[config.mk]
export PLATFORM = sky130hd
export DESIGN_NAME = thr_irq_top
export DESIGN_NICKNAME = d
export VERILOG_FILES = /design/src/rtl/thr_irq_pkg.sv /design/src/rtl/thr_regs.sv /design/src/rtl/win_compare.sv /design/src/rtl/run_counter.sv /design/src/rtl/irq_flag.sv /design/src/rtl/thr_irq_top.sv
export SDC_FILE = /design/constraint.sdc
export NUM_CORES = 1
export LEC_CHECK = 0
export BUFFER_PORTS_ARGS = -buffer_cell sky130_fd_sc_hd__buf_2
export CAP_MARGIN = 20
export CORE_ASPECT_RATIO = 0.75
export CORE_UTILIZATION = 56
export DETAILED_ROUTE_END_ITERATION = 12
export PLACE_DENSITY = 0.84
export SETUP_SLACK_MARGIN = 0.3
export SLEW_MARGIN = 10
export SYNTH_ARGS = -nofsm -noshare
export SYNTH_HDL_FRONTEND = slang
export SYNTH_SLANG_ARGS = --single-unit
[constraint.sdc]
create_clock -name clk -period 5.5 [get_ports clk]
set_input_delay 1.1 -clock clk [delete_from_list [all_inputs] [get_ports clk]]
set_output_delay 1.1 -clock clk [all_outputs]
set_load 0.01 [all_outputs]
[src/rtl/thr_irq_pkg.sv]
// Shared definitions for the windowed threshold interrupt.
// Assumes the persistence code is two bits wide and maps to run lengths 1/4/8/16.
package thr_irq_pkg;

    localparam int PERSIST_W = 2;
    localparam int MAX_RUN   = 16;

    typedef enum logic [PERSIST_W-1:0] {
        PERS_1  = 2'b00,
        PERS_4  = 2'b01,
        PERS_8  = 2'b10,
        PERS_16 = 2'b11
    } persist_e;

    // Number of consecutive violations needed for a given persistence code.
    function automatic int unsigned run_target(input logic [PERSIST_W-1:0] code);
        case (persist_e'(code))
            PERS_1:  return 1;
            PERS_4:  return 4;
            PERS_8:  return 8;
            default: return 16;
        endcase
    endfunction

endpackage

[src/rtl/thr_regs.sv]
// Holds the high and low threshold bytes.
// Assumes one write strobe per byte and shared write data; a write lands on the next edge.
module thr_regs #(
    parameter int          THR_W  = 8,
    parameter logic [7:0]  HI_RST = 8'hFF,
    parameter logic [7:0]  LO_RST = 8'h00
) (
    input  logic             clk,
    input  logic             rst_n,
    input  logic             hi_wr,
    input  logic             lo_wr,
    input  logic [THR_W-1:0] wdata,
    output logic [THR_W-1:0] hi_q,
    output logic [THR_W-1:0] lo_q
);

    // Threshold storage with reset values and write update.
    always_ff @(posedge clk) begin
        if (!rst_n) begin
            hi_q <= THR_W'(HI_RST);
            lo_q <= THR_W'(LO_RST);
        end else begin
            if (hi_wr) hi_q <= wdata;
            if (lo_wr) lo_q <= wdata;
        end
    end

    // a threshold byte changes only when written
    p_hi_hold_r2: assert property (@(posedge clk) disable iff (!rst_n)
        !hi_wr |=> $stable(hi_q));
    p_lo_hold_r2: assert property (@(posedge clk) disable iff (!rst_n)
        !lo_wr |=> $stable(lo_q));

endmodule

[src/rtl/win_compare.sv]
// Decides whether a reading lies outside the threshold window.
// Assumes each threshold byte is the upper part of a bound whose lower bits are zero;
// both bounds are exclusive (equality is inside the window).
module win_compare #(
    parameter int DATA_W = 16,
    parameter int THR_W  = 8
) (
    input  logic [DATA_W-1:0] data,
    input  logic [THR_W-1:0]  hi_byte,
    input  logic [THR_W-1:0]  lo_byte,
    output logic              outside
);

    localparam int PAD_W = DATA_W - THR_W;

    logic [DATA_W-1:0] hi_bound;
    logic [DATA_W-1:0] lo_bound;

    // Widen the bytes into full-width bounds and compare.
    always_comb begin
        hi_bound = {hi_byte, {PAD_W{1'b0}}};
        lo_bound = {lo_byte, {PAD_W{1'b0}}};
        outside  = (data > hi_bound) || (data < lo_bound);
    end

endmodule

[src/rtl/run_counter.sv]
// Counts consecutive out-of-window readings and signals when the selected run is met.
// Assumes a valid strobe per reading; idle cycles do not break a run; the count saturates.
module run_counter
    import thr_irq_pkg::*;
#(
    parameter int RUN_MAX = MAX_RUN
) (
    input  logic                 clk,
    input  logic                 rst_n,
    input  logic                 valid,
    input  logic                 outside,
    input  logic [PERSIST_W-1:0] persist_code,
    output logic                 run_hit
);

    localparam int CNT_W = $clog2(RUN_MAX + 1);

    logic [CNT_W-1:0] cnt;
    logic [CNT_W-1:0] cnt_inc;
    logic [CNT_W-1:0] target;

    // Saturating increment and run target for the current code.
    always_comb begin
        cnt_inc = (cnt == CNT_W'(RUN_MAX)) ? cnt : cnt + 1'b1;
        target  = CNT_W'(run_target(persist_code));
        run_hit = valid && outside && (cnt_inc >= target);
    end

    // Run count update: grow on violation, clear on in-window reading.
    always_ff @(posedge clk) begin
        if (!rst_n) begin
            cnt <= '0;
        end else if (valid) begin
            cnt <= outside ? cnt_inc : '0;
        end
    end

    // an in-window reading empties the run
    p_run_reset_r4: assert property (@(posedge clk) disable iff (!rst_n)
        (valid && !outside) |=> (cnt == '0));
    // idle cycles keep the run
    p_idle_hold_r4: assert property (@(posedge clk) disable iff (!rst_n)
        !valid |=> $stable(cnt));
    // the run never exceeds its cap
    p_run_cap_r10: assert property (@(posedge clk) disable iff (!rst_n)
        cnt <= CNT_W'(RUN_MAX));
    // a hit with code 00 needs nothing before it; longer codes need history
    p_hit_history_r3: assert property (@(posedge clk) disable iff (!rst_n)
        (run_hit && persist_code != 2'b00) |-> (cnt != '0));

endmodule

[src/rtl/irq_flag.sv]
// Sticky interrupt flag with two clear paths.
// Assumes a set event has priority over any clear on the same edge.
module irq_flag (
    input  logic clk,
    input  logic rst_n,
    input  logic set_evt,
    input  logic wr_en,
    input  logic wr_data,
    input  logic clr_cmd,
    output logic flag
);

    logic clr_any;

    // Merge the clear sources: a zero write or the command strobe.
    always_comb clr_any = (wr_en && !wr_data) || clr_cmd;

    // Flag state: set beats clear, otherwise hold.
    always_ff @(posedge clk) begin
        if (!rst_n)       flag <= 1'b0;
        else if (set_evt) flag <= 1'b1;
        else if (clr_any) flag <= 1'b0;
    end

    // a set on the same edge as a clear leaves the flag set
    p_set_wins_r9: assert property (@(posedge clk) disable iff (!rst_n)
        set_evt |=> flag);
    // a zero write without a set clears
    p_wr_clear_r6: assert property (@(posedge clk) disable iff (!rst_n)
        (wr_en && !wr_data && !set_evt) |=> !flag);
    // the command clears when no set competes
    p_cmd_clear_r7: assert property (@(posedge clk) disable iff (!rst_n)
        (clr_cmd && !set_evt) |=> !flag);
    // the flag holds without a clear
    p_sticky_r8: assert property (@(posedge clk) disable iff (!rst_n)
        (flag && !clr_cmd && !(wr_en && !wr_data)) |=> flag);
    // the flag rises only from a set event
    p_no_spurious_r5: assert property (@(posedge clk) disable iff (!rst_n)
        (!flag && !set_evt) |=> !flag);

endmodule

[src/rtl/thr_irq_top.sv]
// Windowed threshold interrupt: threshold storage, window compare, persistence run
// counter and sticky flag. Assumes register decoding lives outside; the pin mirrors the flag.
module thr_irq_top
    import thr_irq_pkg::*;
#(
    parameter int DATA_W = 16,
    parameter int THR_W  = 8
) (
    input  logic                 clk,
    input  logic                 rst_n,
    input  logic                 smp_valid,
    input  logic [DATA_W-1:0]    smp_data,
    input  logic                 hi_wr,
    input  logic                 lo_wr,
    input  logic [THR_W-1:0]     thr_wdata,
    input  logic [PERSIST_W-1:0] persist_code,
    input  logic                 flag_wr,
    input  logic                 flag_wdata,
    input  logic                 clr_cmd,
    output logic                 irq_flag,
    output logic                 irq_pin
);

    logic [THR_W-1:0] hi_byte;
    logic [THR_W-1:0] lo_byte;
    logic             outside;
    logic             run_hit;

    thr_regs #(
        .THR_W  (THR_W),
        .HI_RST (8'hFF),
        .LO_RST (8'h00)
    ) u_regs (
        .clk   (clk),
        .rst_n (rst_n),
        .hi_wr (hi_wr),
        .lo_wr (lo_wr),
        .wdata (thr_wdata),
        .hi_q  (hi_byte),
        .lo_q  (lo_byte)
    );

    win_compare #(
        .DATA_W (DATA_W),
        .THR_W  (THR_W)
    ) u_cmp (
        .data    (smp_data),
        .hi_byte (hi_byte),
        .lo_byte (lo_byte),
        .outside (outside)
    );

    run_counter #(
        .RUN_MAX (MAX_RUN)
    ) u_run (
        .clk          (clk),
        .rst_n        (rst_n),
        .valid        (smp_valid),
        .outside      (outside),
        .persist_code (persist_code),
        .run_hit      (run_hit)
    );

    irq_flag u_flag (
        .clk     (clk),
        .rst_n   (rst_n),
        .set_evt (run_hit),
        .wr_en   (flag_wr),
        .wr_data (flag_wdata),
        .clr_cmd (clr_cmd),
        .flag    (irq_flag)
    );

    // Pin follows the status flag.
    always_comb irq_pin = irq_flag;

    // a hit is only possible on a valid reading
    p_hit_needs_valid_r5: assert property (@(posedge clk) disable iff (!rst_n)
        run_hit |-> smp_valid);

endmodule

==> impl_results.html <==
<table>
<tr><th>Metric</th><th>Value</th></tr>
<tr><th colspan="2">Status</th></tr>
<tr><td>Outcome</td><td>finished clean</td></tr>
<tr><th colspan="2">Clocking</th></tr>
<tr><td>Latest clock arrival within the worst-skew pair</td><td>about 0.32 ns</td></tr>
<tr><td>Count of instances resized after the clock tree is built</td><td>0</td></tr>
<tr><td>Clock Sink Count</td><td>22</td></tr>
<tr><td>Cts-stage hold buffer count</td><td>0</td></tr>
<tr><td>Root buffer cell</td><td>clkbuf_4</td></tr>
<tr><td>TritonCTS clock tree</td><td>built</td></tr>
<tr><td>Buffers from clock root to sink, at most</td><td>2</td></tr>
<tr><td>Total clock buffers created by CTS</td><td>3</td></tr>
<tr><td>Clock slew at reported path FFs</td><td>~0.12 ns</td></tr>
<tr><td>Setup bufs post-CTS</td><td>0</td></tr>
<tr><td>CTS H-tree lvls</td><td>1</td></tr>
<tr><th colspan="2">Setup path</th></tr>
<tr><td>Largest driver fanout on the critical path</td><td>6</td></tr>
<tr><td>Critical path class</td><td>input port to flop</td></tr>
<tr><td>Origin of the critical flop-to-flop path</td><td>u_run.cnt[0]$_SDFFE_PN0P_</td></tr>
<tr><td>Worst Reg-to-Reg Cells</td><td>11</td></tr>
<tr><td>Data required time of the critical path</td><td>approximately 5.7 ns</td></tr>
<tr><td>Critical Path Sink</td><td>u_run.cnt[0]$_SDFFE_PN0P_</td></tr>
<tr><td>Arrival time of data at the critical path endpoint</td><td>2.52 ns</td></tr>
<tr><td>Crit Reg-Reg Endpoint</td><td>u_flag.flag$_SDFFE_PN0P_</td></tr>
<tr><td>Worst setup path startpoint</td><td>smp_data[9]</td></tr>
<tr><td>Critical path startpoint category</td><td>input port</td></tr>
<tr><td>Worst reg-to-reg setup slack</td><td>3.40 ns</td></tr>
<tr><td>Endpoint class of the critical path</td><td>flop</td></tr>
<tr><th colspan="2">Placed design</th></tr>
<tr><td>Pre-CTS setup slack</td><td>a little under 3 ns</td></tr>
<tr><td>Number of buffers added on ports</td><td>35</td></tr>
<tr><td>Final estimated routing congestion in global placement</td><td>0.849</td></tr>
<tr><td>Detailed Place HPWL</td><td>between 2000 and 2500 um</td></tr>
<tr><th colspan="2">Yosys</th></tr>
<tr><td>Average cell area after synthesis</td><td>slightly below 9 um^2</td></tr>
<tr><td>Main flop type after synthesis</td><td>dfxtp_1</td></tr>
<tr><td>Seq/Total Area, Yosys</td><td>roughly a third</td></tr>
<tr><td>Post-Syn Nets</td><td>around 210</td></tr>
<tr><td>Yosys warnings</td><td>0</td></tr>
<tr><td>Post-synthesis cell type count</td><td>30</td></tr>
<tr><td>Gate count after technology mapping</td><td>~160</td></tr>
<tr><td>Ys async rst share</td><td>0%</td></tr>
<tr><td>Flip-flop and latch count after synthesis</td><td>22</td></tr>
<tr><td>Number of enable flip-flop cells after synthesis</td><td>0</td></tr>
<tr><td>Combined area of all synthesized cells</td><td>about 0.0014 mm^2</td></tr>
<tr><th colspan="2">Timing</th></tr>
<tr><td>Min Hold Slack</td><td>about 0.50 ns</td></tr>
<tr><td>Final Worst Setup Slack</td><td>about 3.2 ns</td></tr>
<tr><td>Rel. slew slack</td><td>65.0%</td></tr>
<tr><td>Setup total negative slack</td><td>0 ns</td></tr>
<tr><td>Max-slew violation total from the final report</td><td>0</td></tr>
<tr><td>Worst slew pin tran</td><td>0.512 ns</td></tr>
<tr><td>Final critical delay including setup and external delays</td><td>approximately 2.3 ns</td></tr>
<tr><td>Highest attainable clock frequency</td><td>approximately 440 MHz</td></tr>
<tr><td>Final number of setup-violating endpoints</td><td>0</td></tr>
<tr><td>Unrepaired setup endpoints after global routing</td><td>false</td></tr>
<tr><td>Worst setup skew after layout</td><td>~0.0032 ns</td></tr>
<tr><td>Crit share post-route</td><td>roughly two fifths</td></tr>
<tr><td>Total count of hold-check failures in the final report</td><td>0</td></tr>
<tr><th colspan="2">Global route</th></tr>
<tr><td>Global route total overflow</td><td>0</td></tr>
<tr><td>Vias in the first global route</td><td>around 1100</td></tr>
<tr><td>Global Route Usage Sum</td><td>about a quarter</td></tr>
<tr><td>Wire length of the first global-routing pass</td><td>4830 um</td></tr>
<tr><td>Antenna violations before repair</td><td>0</td></tr>
<tr><td>Maximum number of pins on one net before global-route repair</td><td>24</td></tr>
<tr><th colspan="2">Finish</th></tr>
<tr><td>Combined area of the multi-input logic cells</td><td>between 800 and 900 um^2</td></tr>
<tr><td>Area grow syn2layout</td><td>16.5%</td></tr>
<tr><td>FF+latch area</td><td>440 um^2</td></tr>
<tr><td>Count of nets after finishing</td><td>247</td></tr>
<tr><td>Antenna cell count</td><td>0</td></tr>
<tr><td>Fill cell instance count of the final layout</td><td>195</td></tr>
<tr><td>Fraction of layout instances using a drive strength above 1</td><td>a little over a fifth</td></tr>
<tr><td>Most frequent standard cell in the layout excluding fill and tap cells</td><td>buf_2</td></tr>
<tr><td>Leading cell types in the layout, fill and taps excluded</td><td>buf_2, dfxtp_1, ha_1</td></tr>
<tr><th colspan="2">Detailed routing</th></tr>
<tr><td>DR vias</td><td>1217</td></tr>
<tr><td>Via density per instance</td><td>around 5.4</td></tr>
<tr><td>Final WL</td><td>just under 3000 um</td></tr>
<tr><td>Post-detailed-route wirelength per cell</td><td>around 13 um</td></tr>
<tr><td>First-pass iteration count of the detailed router</td><td>4</td></tr>
<tr><td>Detailed router's first-iteration violation count</td><td>25</td></tr>
<tr><td>DRC violation count after routing</td><td>0</td></tr>
<tr><td>Routed Antenna Nets</td><td>0</td></tr>
<tr><th colspan="2">Die</th></tr>
<tr><td>Number of standard-cell rows in the floorplan</td><td>15</td></tr>
<tr><td>Initial Utilization</td><td>59.7%</td></tr>
<tr><td>Area of the core</td><td>~0.0023 mm^2</td></tr>
<tr><td>Die area</td><td>around 0.0027 mm^2</td></tr>
<tr><td>Die X-Extent</td><td>slightly below 60 um</td></tr>
<tr><td>Count of pins on the block boundary</td><td>36</td></tr>
<tr><td>Height of the die</td><td>~45 um</td></tr>
<tr><th colspan="2">Power and ir drop</th></tr>
<tr><td>Leakage</td><td>0.000779 uW</td></tr>
<tr><td>Power density cells</td><td>about 210 mW/mm^2</td></tr>
<tr><td>Worst IR Drop VDD</td><td>0.130 mV</td></tr>
<tr><th colspan="2">Job</th></tr>
<tr><td>Max-cap violation count</td><td>0</td></tr>
<tr><th colspan="2">Worst hold path</th></tr>
<tr><td>Worst hold path type</td><td>flop to flop</td></tr>
</table>
[cell type report]
cell class              count  share of cell area, %
clock buffers               4                   2.26
inverters                  17                   3.97
repair buffers             35                   10.9
flip-flops and latches     22                   27.4
well taps                  34                   2.65
multi-input cells         113                   52.8
[state kept, by name (all words and copies together), names as in the netlist]
name and cells:
u_regs.lo_q 8, u_run.cnt 5, u_flag.flag 1, u_regs.hi_q 8
[report_power, final]
part           leakage [uW]  switching [uW]  internal [uW]  total (uW)
combinational      0.000576            38.9           35.0        73.9
clock             0.0000210            51.3           40.6        91.9
sequential         0.000181            4.34            168         172
total              0.000779            94.6            244         338
[how the worst min path moves through the flow]
| stage | startpoint | to | slack (ns) | cells after the start |
|---|---|---|---|---|
| floorplan | u_regs.hi_q[0]$_SDFFE_PN1P_ | u_regs.hi_q[0]$_SDFFE_PN1P_ | 0.45 | 2 |
| global placement | u_regs.hi_q[0]$_SDFFE_PN1P_ | u_regs.hi_q[0]$_SDFFE_PN1P_ | 0.46 | 2 |
| detailed placement | u_regs.hi_q[0]$_SDFFE_PN1P_ | u_regs.hi_q[0]$_SDFFE_PN1P_ | 0.48 | 2 |
| CTS | u_regs.hi_q[5]$_SDFFE_PN1P_ | u_regs.hi_q[5]$_SDFFE_PN1P_ | 0.50 | 2 |
| global route | u_regs.hi_q[5]$_SDFFE_PN1P_ | u_regs.hi_q[5]$_SDFFE_PN1P_ | 0.52 | 2 |
| finish | u_regs.hi_q[5]$_SDFFE_PN1P_ | u_regs.hi_q[5]$_SDFFE_PN1P_ | 0.50 | 2 |
[worst max-delay path, stage by stage]
cell and delay, ns:
buf_2 0.12, ha_1 0.30, a2111oi_0 0.50, o31a_1 0.21
a21oi_2 0.06, o31ai_1 0.24
[through the flow]
| stage | total power [uW] | utilization (%) | instance area, um^2 | instances |
|---|---|---|---|---|
| 6_report | 338 | 69.6 | 1610 | 225 |
| 5_1_grt | 359 | 69.6 | 1610 | 225 |
| 4_1_cts | 343 | 69.6 | 1610 | 225 |
| 3_5_place_dp | 249 | 68.0 | 1570 | 221 |
| 3_3_place_gp | 245 | 68.0 | 1570 | 221 |
| 2_1_floorplan | 222 | - | 1380 | 158 |
[kinds of logic (layout without fill, tap and decap cells)]
group / count (synthesis) / in the layout / share of synthesized area, %
buf+inv: 23 / 56 / 6.53
flops: 22 / 22 / 31.9
xor+xnor: 3 / 3 / 1.91
simple gates: 50 / 50 / 18.7
fa+ha+maj: 21 / 21 / 19.1
mux: 10 / 10 / 7.26
compound gates: 29 / 29 / 14.6
[synth_stat cells, types with 2 or more instances]
library cell / instances / share of area, %
o21ai_0: 5 / 1.8
nor2_1: 4 / 1.1
ha_1: 21 / 19
o21a_1: 2 / 1.1
inv_1: 17 / 4.6
xnor2_1: 3 / 1.9
nand3_1: 7 / 2.5
nor2b_1: 10 / 4.5
nand4_1: 2 / 0.91
dfxtp_1: 22 / 32
nand2b_1: 4 / 1.8
or4_1: 2 / 1.1
a21oi_1: 4 / 1.5
o211ai_1: 9 / 4.9
a21o_1: 2 / 1.1
mux2i_1: 10 / 7.3
clkbuf_1: 5 / 1.4
nand2_1: 17 / 4.6
[per-layer routing]
metal / share of wire [%] / track usage (%) / vias up
met4: 0.85 / 7.62 / 0
li1: - / - / 617
met2: 50 / 44.5 / 30
met5: 0 / 0 / -
met3: 3.7 / 5.16 / 3
met1: 45 / 29.7 / 567
Note: power is estimated with default switching activity, not from simulation.
